**src/rtl/pd_seq_pkg.sv**
```systemverilog
package pd_seq_pkg;
  localparam int unsigned BUS_W = 32;

  typedef enum logic [1:0] {
    RES_OK    = 2'd0,
    RES_BUSY  = 2'd1,
    RES_IOERR = 2'd2
  } res_e;

  typedef enum logic [4:0] {
    ST_IDLE, ST_XM_SET, ST_IMR_RD, ST_IMR_WR, ST_IER_RD, ST_IER_WR,
    ST_ICLR_PRE, ST_RDY_RD, ST_RDY_WAIT, ST_SUBMIT, ST_ERR_RD, ST_ERR_WAIT,
    ST_ISR_RD, ST_ISR_WAIT, ST_ICLR_POST, ST_XM_CLR, ST_DONE
  } st_e;

  // common register offsets
  localparam logic [BUS_W-1:0] OFF_STAT = 32'h00;
  localparam logic [BUS_W-1:0] OFF_IRQ  = 32'h04;
  localparam logic [BUS_W-1:0] OFF_ICLR = 32'h08;
  localparam logic [BUS_W-1:0] OFF_IEN  = 32'h0C;
  localparam logic [BUS_W-1:0] OFF_IMSK = 32'h10;
  // per-group register offsets
  localparam logic [BUS_W-1:0] GRP_DOWN = 32'h04;
  localparam logic [BUS_W-1:0] GRP_UP   = 32'h0C;
  localparam logic [BUS_W-1:0] GRP_ERR  = 32'h14;

  // ready bits in the common status register
  localparam int unsigned STAT_UP_BIT   = 1;
  localparam int unsigned STAT_DOWN_BIT = 0;
endpackage

```
**src/rtl/pd_seq_cnt.sv**
```systemverilog
module pd_seq_cnt #(
  parameter int unsigned LIMIT = 4
) (
  input  logic clk_i,
  input  logic rst_ni,
  input  logic clr_i,
  input  logic inc_i,
  output logic hit_o
);
  localparam int unsigned W = (LIMIT > 0) ? $clog2(LIMIT + 1) : 1;

  logic [W-1:0] cnt_q;

  always_ff @(posedge clk_i or negedge rst_ni) begin
    if (!rst_ni)                cnt_q <= '0;
    else if (clr_i)             cnt_q <= '0;
    else if (inc_i && !hit_o)   cnt_q <= cnt_q + 1'b1;
  end

  assign hit_o = (cnt_q == W'(LIMIT));

  // sequencer never advances a counter already at its limit
  assert_no_overflow_R4: assert property (@(posedge clk_i) disable iff (!rst_ni)
    inc_i |-> !hit_o);
endmodule

```
**src/rtl/pd_seq_bus_map.sv**
```systemverilog
module pd_seq_bus_map
  import pd_seq_pkg::*;
#(
  parameter logic [BUS_W-1:0] BASE_ADDR  = 32'h0,
  parameter logic [BUS_W-1:0] XMASK_ADDR = 32'h0,
  parameter logic [BUS_W-1:0] XMASK_VAL  = 32'h0,
  parameter int unsigned      OFFS_W     = 16,
  parameter int unsigned      IDX_W      = 5
) (
  input  st_e              st_i,
  input  logic             dir_i,
  input  logic [OFFS_W-1:0] offs_i,
  input  logic [IDX_W-1:0] chan_idx_i,
  input  logic [IDX_W-1:0] isr_idx_i,
  input  logic [BUS_W-1:0] rd_hold_i,
  output logic             req_o,
  output logic             we_o,
  output logic [BUS_W-1:0] addr_o,
  output logic [BUS_W-1:0] wdata_o
);
  logic [BUS_W-1:0] grp_base, isr_hot, chan_hot;

  assign grp_base = BASE_ADDR + BUS_W'(offs_i);
  assign isr_hot  = BUS_W'(1) << isr_idx_i;
  assign chan_hot = BUS_W'(1) << chan_idx_i;

  always_comb begin
    req_o   = 1'b1;
    we_o    = 1'b0;
    addr_o  = BASE_ADDR;
    wdata_o = '0;
    unique case (st_i)
      ST_XM_SET:    begin we_o = 1'b1; addr_o = XMASK_ADDR; wdata_o = XMASK_VAL; end
      ST_XM_CLR:    begin we_o = 1'b1; addr_o = XMASK_ADDR; end
      ST_IMR_RD:    addr_o = BASE_ADDR + OFF_IMSK;
      ST_IMR_WR:    begin we_o = 1'b1; addr_o = BASE_ADDR + OFF_IMSK; wdata_o = rd_hold_i | isr_hot; end
      ST_IER_RD:    addr_o = BASE_ADDR + OFF_IEN;
      ST_IER_WR:    begin we_o = 1'b1; addr_o = BASE_ADDR + OFF_IEN; wdata_o = rd_hold_i | isr_hot; end
      ST_ICLR_PRE,
      ST_ICLR_POST: begin we_o = 1'b1; addr_o = BASE_ADDR + OFF_ICLR; wdata_o = isr_hot; end
      ST_RDY_RD:    addr_o = BASE_ADDR + OFF_STAT;
      ST_SUBMIT:    begin
                      we_o    = 1'b1;
                      addr_o  = grp_base + (dir_i ? GRP_UP : GRP_DOWN);
                      wdata_o = chan_hot;
                    end
      ST_ERR_RD:    addr_o = grp_base + GRP_ERR;
      ST_ISR_RD:    addr_o = BASE_ADDR + OFF_IRQ;
      default:      req_o = 1'b0;
    endcase
  end
endmodule

```
**src/rtl/pd_req_seq.sv**
```systemverilog
module pd_req_seq
  import pd_seq_pkg::*;
#(
  parameter int unsigned      POLL_LIMIT  = 1000,
  parameter int unsigned      RETRY_LIMIT = 1000,
  parameter int unsigned      OFFS_W      = 16,
  parameter int unsigned      IDX_W       = 5,
  parameter logic [31:0]      BASE_ADDR   = 32'h0,
  parameter logic [31:0]      XMASK_ADDR  = 32'h0,
  parameter logic [31:0]      XMASK_VAL   = 32'h0
) (
  input  logic              clk_i,
  input  logic              rst_ni,
  input  logic              tick_i,
  input  logic              start_i,
  input  logic              dir_i,
  input  logic [OFFS_W-1:0] chan_offs_i,
  input  logic [IDX_W-1:0]  chan_idx_i,
  input  logic [IDX_W-1:0]  isr_idx_i,
  output logic              done_o,
  output logic [1:0]        result_o,
  output logic              bus_req_o,
  output logic              bus_we_o,
  output logic [31:0]       bus_addr_o,
  output logic [31:0]       bus_wdata_o,
  input  logic [31:0]       bus_rdata_i,
  input  logic              bus_ack_i
);
  localparam bit          XM_EN     = (XMASK_VAL != '0);
  localparam int unsigned TRY_LIMIT = (RETRY_LIMIT > 0) ? RETRY_LIMIT - 1 : 0;

  st_e               st_q, st_d;
  res_e              res_q, res_d, pend_q, pend_d;
  logic              dir_q;
  logic [OFFS_W-1:0] offs_q;
  logic [IDX_W-1:0]  chan_q, isr_q;
  logic [BUS_W-1:0]  rd_q;
  logic              poll_clr, poll_inc, poll_hit;
  logic              try_clr, try_inc, try_hit;
  logic              launch;
  st_e               exit_st;

  assign launch  = (st_q == ST_IDLE) && start_i;
  assign exit_st = XM_EN ? ST_XM_CLR : ST_DONE;

  always_comb begin
    st_d     = st_q;
    pend_d   = pend_q;
    poll_clr = 1'b0;
    poll_inc = 1'b0;
    try_clr  = 1'b0;
    try_inc  = 1'b0;
    unique case (st_q)
      ST_IDLE:      if (start_i) begin
                      st_d    = XM_EN ? ST_XM_SET : ST_IMR_RD;
                      pend_d  = RES_OK;
                      try_clr = 1'b1;
                    end
      ST_XM_SET:    if (bus_ack_i) st_d = ST_IMR_RD;
      ST_IMR_RD:    if (bus_ack_i) st_d = ST_IMR_WR;
      ST_IMR_WR:    if (bus_ack_i) st_d = ST_IER_RD;
      ST_IER_RD:    if (bus_ack_i) st_d = ST_IER_WR;
      ST_IER_WR:    if (bus_ack_i) st_d = ST_ICLR_PRE;
      ST_ICLR_PRE:  if (bus_ack_i) begin st_d = ST_RDY_RD; poll_clr = 1'b1; end
      ST_RDY_RD:    if (bus_ack_i) begin
                      if (bus_rdata_i[dir_q ? STAT_UP_BIT : STAT_DOWN_BIT]) st_d = ST_SUBMIT;
                      else if (poll_hit) begin st_d = exit_st; pend_d = RES_BUSY; end
                      else st_d = ST_RDY_WAIT;
                    end
      ST_RDY_WAIT:  if (tick_i) begin st_d = ST_RDY_RD; poll_inc = 1'b1; end
      ST_SUBMIT:    if (bus_ack_i) st_d = ST_ERR_RD;
      ST_ERR_RD:    if (bus_ack_i) begin
                      if (!bus_rdata_i[chan_q]) begin st_d = ST_ISR_RD; poll_clr = 1'b1; end
                      else if (try_hit) begin st_d = exit_st; pend_d = RES_IOERR; end
                      else st_d = ST_ERR_WAIT;
                    end
      ST_ERR_WAIT:  if (tick_i) begin
                      st_d     = ST_RDY_RD;
                      try_inc  = 1'b1;
                      poll_clr = 1'b1;
                    end
      ST_ISR_RD:    if (bus_ack_i) begin
                      if (bus_rdata_i[isr_q]) begin st_d = ST_ICLR_POST; pend_d = RES_OK; end
                      else if (poll_hit) begin st_d = ST_ICLR_POST; pend_d = RES_IOERR; end
                      else st_d = ST_ISR_WAIT;
                    end
      ST_ISR_WAIT:  if (tick_i) begin st_d = ST_ISR_RD; poll_inc = 1'b1; end
      ST_ICLR_POST: if (bus_ack_i) st_d = exit_st;
      ST_XM_CLR:    if (bus_ack_i) st_d = ST_DONE;
      ST_DONE:      st_d = ST_IDLE;
      default:      st_d = ST_IDLE;
    endcase
  end

  // result is published together with the done pulse
  assign res_d = (st_d == ST_DONE && st_q != ST_DONE) ? pend_d : res_q;

  always_ff @(posedge clk_i or negedge rst_ni) begin
    if (!rst_ni) begin
      st_q   <= ST_IDLE;
      res_q  <= RES_OK;
      pend_q <= RES_OK;
      dir_q  <= 1'b0;
      offs_q <= '0;
      chan_q <= '0;
      isr_q  <= '0;
      rd_q   <= '0;
    end else begin
      st_q   <= st_d;
      res_q  <= res_d;
      pend_q <= pend_d;
      if (launch) begin
        dir_q  <= dir_i;
        offs_q <= chan_offs_i;
        chan_q <= chan_idx_i;
        isr_q  <= isr_idx_i;
      end
      if (bus_req_o && bus_ack_i && !bus_we_o) rd_q <= bus_rdata_i;
    end
  end

  pd_seq_cnt #(.LIMIT(POLL_LIMIT)) u_poll_cnt (
    .clk_i (clk_i), .rst_ni(rst_ni), .clr_i(poll_clr), .inc_i(poll_inc), .hit_o(poll_hit)
  );

  pd_seq_cnt #(.LIMIT(TRY_LIMIT)) u_try_cnt (
    .clk_i (clk_i), .rst_ni(rst_ni), .clr_i(try_clr), .inc_i(try_inc), .hit_o(try_hit)
  );

  pd_seq_bus_map #(
    .BASE_ADDR (BASE_ADDR),
    .XMASK_ADDR(XMASK_ADDR),
    .XMASK_VAL (XMASK_VAL),
    .OFFS_W    (OFFS_W),
    .IDX_W     (IDX_W)
  ) u_bus_map (
    .st_i      (st_q),
    .dir_i     (dir_q),
    .offs_i    (offs_q),
    .chan_idx_i(chan_q),
    .isr_idx_i (isr_q),
    .rd_hold_i (rd_q),
    .req_o     (bus_req_o),
    .we_o      (bus_we_o),
    .addr_o    (bus_addr_o),
    .wdata_o   (bus_wdata_o)
  );

  assign done_o   = (st_q == ST_DONE);
  assign result_o = res_q;

  assert_req_hold_R10: assert property (@(posedge clk_i) disable iff (!rst_ni)
    (bus_req_o && !bus_ack_i) |=> (bus_req_o && $stable(bus_addr_o)
                                   && $stable(bus_we_o) && $stable(bus_wdata_o)));

  assert_done_pulse_R8: assert property (@(posedge clk_i) disable iff (!rst_ni)
    done_o |=> !done_o);

  assert_result_hold_R8: assert property (@(posedge clk_i) disable iff (!rst_ni)
    !done_o |-> $stable(result_o));

  assert_start_ignored_R9: assert property (@(posedge clk_i) disable iff (!rst_ni)
    (st_q != ST_IDLE && start_i) |=> ($stable(dir_q) && $stable(offs_q)
                                      && $stable(chan_q) && $stable(isr_q)));

  assert_done_idle_bus_R2: assert property (@(posedge clk_i) disable iff (!rst_ni)
    done_o |-> !bus_req_o);
endmodule

```
**config.mk**
```make
export PLATFORM = sky130hd
export DESIGN_NAME = pd_req_seq
export DESIGN_NICKNAME = d
export VERILOG_FILES = /design/src/rtl/pd_seq_pkg.sv /design/src/rtl/pd_seq_cnt.sv /design/src/rtl/pd_seq_bus_map.sv /design/src/rtl/pd_req_seq.sv
export SDC_FILE = /design/constraint.sdc
export NUM_CORES = 1
export LEC_CHECK = 0
export BUFFER_PORTS_ARGS = -buffer_cell sky130_fd_sc_hd__clkbuf_2
export CAP_MARGIN = 20
export CORE_UTILIZATION = 50
export DETAILED_ROUTE_END_ITERATION = 8
export MAX_ROUTING_LAYER = met4
export PLACE_DENSITY = 0.74
export REMOVE_ABC_BUFFERS = 1
export SLEW_MARGIN = 15
export SYNTH_ARGS = -nofsm -noshare
export SYNTH_HDL_FRONTEND = slang
export SYNTH_SLANG_ARGS = --single-unit
```
**constraint.sdc**
```tcl
create_clock -name clk_i -period 2.65 [get_ports clk_i]
set_input_delay 0 -clock clk_i [delete_from_list [all_inputs] [get_ports clk_i]]
set_output_delay 0 -clock clk_i [all_outputs]
set_load 0.1 [all_outputs]
```
# Yosys cells after proc, flatten, opt, wreduce, memory -nomap -nowiden
# Index checks and enable logic that the tools add are counted.
# W data, S select, Z words.
[word_totals]
ff_bits = 88
inputBits = 64
out_inout_bits = 69
[op_classes]
addsub = 4
order_cmp = 3
eq_ne = 20
shift = 2
mux = 57
bitwise = 1
n_reduce_logical = 21
[ops]
columns = ["op", "n"]
rows = [
  ["$pmux W32 S6", 1],
  ["$pmux W32 S3", 1],
  ["$mux W5", 18],
  ["$pmux W5 S14", 1],
  ["$shl A1 B5 Y32 const A", 2],
  ["$eq A5 B4 Y1 const B", 8],
  ["$mux W10", 4],
  ["$add A16 B32 Y32", 1],
  ["$or A32 B32 Y32", 1],
  ["$mux W2", 12],
  ["$add A10 B1 Y10 const B", 2],
  ["$eq A10 B10 Y1 const B", 2],
  ["$eq A5 B3 Y1 const B", 4],
  ["$add A16 B5 Y17 const B", 1],
  ["$bmux W1 S5", 3],
  ["$mux W1", 14],
  ["$reduce_or A2 Y1", 7],
  ["$lt A5 B6 Y1 const B", 2],
  ["$reduce_or A12 Y1", 1],
  ["$eq A5 B2 Y1 const B", 2],
  ["$eq A5 B5 Y1 const B", 2],
  ["$pmux W2 S4", 1],
  ["$reduce_or A7 Y1", 1],
  ["$logic_and A1 B1 Y1", 6],
  ["other kinds (8)", 11],
]

# Logic depth before layout (Yosys ltp)
[depth]
ltp_word = 8
ltp_mapped = 9
ltp_nobuf = 9

# Hierarchy
# A second synthesis with hierarchy kept.
[unflattened]
hier_cells = 671
area_unflattened_um2 = 6356.1
[modules_own_cells]
columns = ["mod", "instances", "cells_each", "area_each_um2", "seq_area_each_um2"]
rows = [
  ["pd_req_seq", 1, 330, 3742.3, 1701.6],
  ["pd_seq_bus_map", 1, 226, 1481.4, 0.0],
  ["pd_seq_cnt (u_poll_cnt)", 1, 58, 589.3, 250.2],
  ["pd_seq_cnt (u_try_cnt)", 1, 57, 543.0, 250.2],
]

# Least setup slack after synthesis
# No wires, ideal clock.
[synth_timing]
path_type = "register to output"
from = "register st_q[2]"
to = "output bus_addr_o[12]"
arrival_ns = 4.574
t_required_ns = 2.650
path_slack_ns = -1.924
stages_incl_launch_ff = 8
path_buffers = 1
path_cell_list = "dfrtp_1 buf_2 nor3b_4 and3b_1 and2_1 o21ai_0 a21o_1 o41ai_1"
[synth_via]
elab_chain_len = 3
[synth_lines]
columns = ["element", "line_no", "text"]
rows = [
  ["from (decl)", "pd_req_seq.sv:32", "st_e st_q, st_d;"],
  ["from (signal assigned)", "pd_req_seq.sv:109", "st_q <= st_d;"],
  ["$eq A5 B3 Y1, or another cell as far along", "pd_seq_bus_map.sv:32", "unique case (st_i)"],
  ["$reduce_or A2 Y1", "n/a", ""],
  ["$pmux W32 S6 (*)", "pd_seq_bus_map.sv:32", ""],
  ["to (decl)", "pd_req_seq.sv:24", "output logic [31:0] bus_addr_o,"],
]
# Mark *: on every way between the ends. The rest lies on a longest branch, timed or not.

# Final worst setup path
[layout_timing]
from = "register st_q[2]"
to = "output bus_wdata_o[2]"
[layout_via]
elab_chain_len = 3
[layout_lines]
columns = ["element", "line_no", "text"]
rows = [
  ["$eq A5 B3 Y1, or another cell as far along", "pd_seq_bus_map.sv:32", ""],
  ["$reduce_or A2 Y1", "n/a", ""],
  ["$pmux W32 S3 (*)", "pd_seq_bus_map.sv:32", ""],
  ["to (decl)", "pd_req_seq.sv:25", "output logic [31:0] bus_wdata_o,"],
]
# Marked as above.

==> results.tsv <==
stage	metric	value	unit
placement	Placed Instances	899	
floorplanning	core area	12000	µm²
timing	RSZ-0062 raised after global routing	true	
layout	Layout Cells excl Fill	979	
grt	largest net degree at the start of global routing	57	
setup_path	Worst path top cell family by delay	buffers and inverters	
yosys	Synth area leader	dfrtp_1	
status	status	completed	
setup_path	crit path max-delay cell type	dfrtp_2	
setup_path	CP peak stage delay	470	ps
layout	cell area after layout	8650	µm²
routing	DRT Wirelength	19600	µm
routing	DRC viols	0	
setup_path	Crit Path Category	flip-flop to primary output	
yosys	most frequent cells after synthesis	88 x dfrtp_1, 73 x nor2_1, 61 x mux2_2	
layout	Layout fillers	856	
routing	vias per cell	6.21	
yosys	Yosys warnings	0	
clocking	H-tree levels	3	
worst_hold_path	Worst Hold Class	input port to flip-flop	
layout	layout cells sized above 1	33.2	%
yosys	top-count cell post-synth	dfrtp_1	
timing	period utilization	98.9	%
routing	1st-pass router iterations	5	
setup_path	crit start category	flip-flop	
clocking	TritonCTS clock tree	yes	
yosys	Yosys cell types	72	
yosys	Post-Syn Area per Cell	9.44	µm²
clocking	CTS Buf Count	9	
floorplanning	Die H	113	µm
floorplanning	Die ar.	12700	µm²
routing	WL/cell	20.0	µm
floorplanning	die width	113	µm
timing	final slew viol count	0	
run	max-cap violation count	0	
layout	diodes inserted	0	
grt	Total GRT Usage	33.1	%
setup_path	Critical Path, Cell by Cell	buf_12 -> xor2_2 -> nand3_2 -> a21oi_2 -> buf_4 -> nand2b_1 -> nor3b_2 -> buf_4 -> a221o_1 -> buf_12	
yosys	Synth Instances	647	
setup_path	maximum fanout along the worst path	6	
floorplanning	Rows	40	
yosys	Yosys reg bits	88	
yosys	Mapped Area	6110	µm²
timing	Max Clk Rate	381	MHz
timing	final hold viol count	0	
routing	Initial DRC Count	619	
worst_hold_path	WHS Path Cells	4	
timing	slew margin rel.	50.1	%
setup_path	Critical Path Sink Type	primary output	
setup_path	required time worst endpoint	2650	ps
timing	clk_skew	10.3	ps
layout	P&R area growth vs syn	41.5	%
timing	Setup-failing EPs final	0	
yosys	post-synthesis sequential area ratio	36.1	%
layout	Nets	897	
setup_path	worst-case reg-to-reg path depth	7	
grt	vias in the first global route	6039	
placement	Placed Instance Area	7620	µm²
yosys	ranking of synthesized cells by area	dfrtp_1 36%, mux2_2 11%, mux4_2 4.8%, nor2_1 4.5%, a221o_1 3.8%	
grt	first-pass GRT wire length	31400	µm
clocking	Clk Latency, worst-skew pair	360	ps
yosys	Post-synth EDFFs	0	
placement	GPL Wtd Cong	0.950	
routing	DR vias	6083	
placement	DP HPWL	13500	µm
timing	Worst Tran Pin Value	749	ps
setup_path	Levels on crit path	10	
floorplanning	I/O Pins	133	
clocking	deepest clock path buffer count	2	
layout	Core Util, Final	72.3	%
clocking	Root Buffer	clkbuf_16	
yosys	Post-synth ARST share	100	%
setup_path	Bufs and invs on worst path	4	
routing	Routed Antenna Nets	0	
setup_path	Worst EP arrival	2620	ps
grt	total grt overflow	0	
timing	Period minus WS final	2620	ps
timing	Setup TNS	0	ps
clocking	clk slew on worst S/H paths	70	ps
floorplanning	Initial Utilization	51.1	%
grt	initial antenna violation count	0	
yosys	Synth top area share	36.1	%
placement	PortBufs	117	
clocking	CTS Sinks	88	
yosys	Primary FF master, synth	dfrtp_1	
[registers in the layout (all words and copies together), names as in the netlist]
signal	flops
result_o	2
isr_q	5
st_q	5
u_poll_cnt.cnt_q	10
chan_q	5
pend_q	2
rd_q	32
u_try_cnt.cnt_q	10
dir_q	1
offs_q	16
[per-stage QoR]
stage / setup WS (ps) / hold slack [ps]
global route: -55.2 / 229
finish: 28.4 / 222
CTS: 1.80 / 202
global placement: 282 / 96.7
detailed placement: 135 / 115
floorplan: -2310 / -296
[metal layers]
layer  global-route usage (%)  vias up  wire (µm)
met1                     40.1     2941       7650
met5                        -        -          0
met2                     54.3      338       9760
met3                     5.72       76       1350
met4                     15.0        0        837
li1                         -     2728          -
[final timing paths]
| path | start | endpoint | slack (ps) |
|---|---|---|---|
| max | st_q[2] | bus_wdata_o[2] | 30 |
| min in group asynchronous | rst_ni | u_poll_cnt.cnt_q[5] | 250 |
| min | bus_ack_i | st_q[2] | 220 |
| max reg2reg | chan_q[1] | result_o[0] | 80 |
| min reg2reg | rd_q[26] | rd_q[26] | 510 |
| max in group asynchronous | rst_ni | rd_q[4] | 1650 |
[cell families (layout without fill, tap and decap cells)]
family          Yosys count  after routing  synth area share, %
xor+xnor                 18             18                 2.58
other cells               1             15               0.0614
flops                    88             88                 36.1
compound gates          143            143                 17.0
buf+inv                  73            244                 5.92
mux                      82             82                 17.4
simple gates            236            236                 19.7
fa+ha+maj                 6              6                 1.35
[worst register-to-register path: cells and delay by family (launching register included)]
family           cells  cell delay (ps)
multiplexers         3             1050
AND/OR/NAND/NOR      3              370
AO/OA/AOI/OAI        1              210
flip-flops           1              820
[timing repair]
item / in CTS / in global routing
hold endpoints to repair: 113 / 0
setup endpoints to repair: 22 / 20
buffers inserted: 0 / 4
hold buffers: 60 / 0
resized for setup: 5 / 14
pin swaps: 0 / 4
[cell usage in the layout, fill, tap and decap left out, types with 11 or more instances in the layout]
cell           synthesis  routed
mux2_2                61      61
nand2b_1              14      14
xor2_1                12      11
dlygate4sd3_1          0      60
conb_1                 1      15
nand2_1               53      53
buf_4                 17      39
mux4_2                13      13
o21ai_0               34      32
dfrtp_1               88      87
nor3_1                14      13
a221o_1               23      23
nand4_1               13      13
nor2b_1               13      12
clkbuf_2               0      69
buf_12                 0      49
nand3_1               13      12
nor2_1                73      71
a21oi_1               23      22
[area by class of cell]
cell class	instances	area, µm²	area share (%)
multi-input cells	500	3690	42.6
repair buffers	218	2230	25.8
flip-flops and latches	88	2200	25.5
clock buffers	9	225	2.60
inverters	10	37.5	0.434
clock inverters	7	77.6	0.897
well taps	147	184	2.13
Power is not shown: default switching activity piles up to over one toggle a cycle in this logic, so the estimate is an artifact.
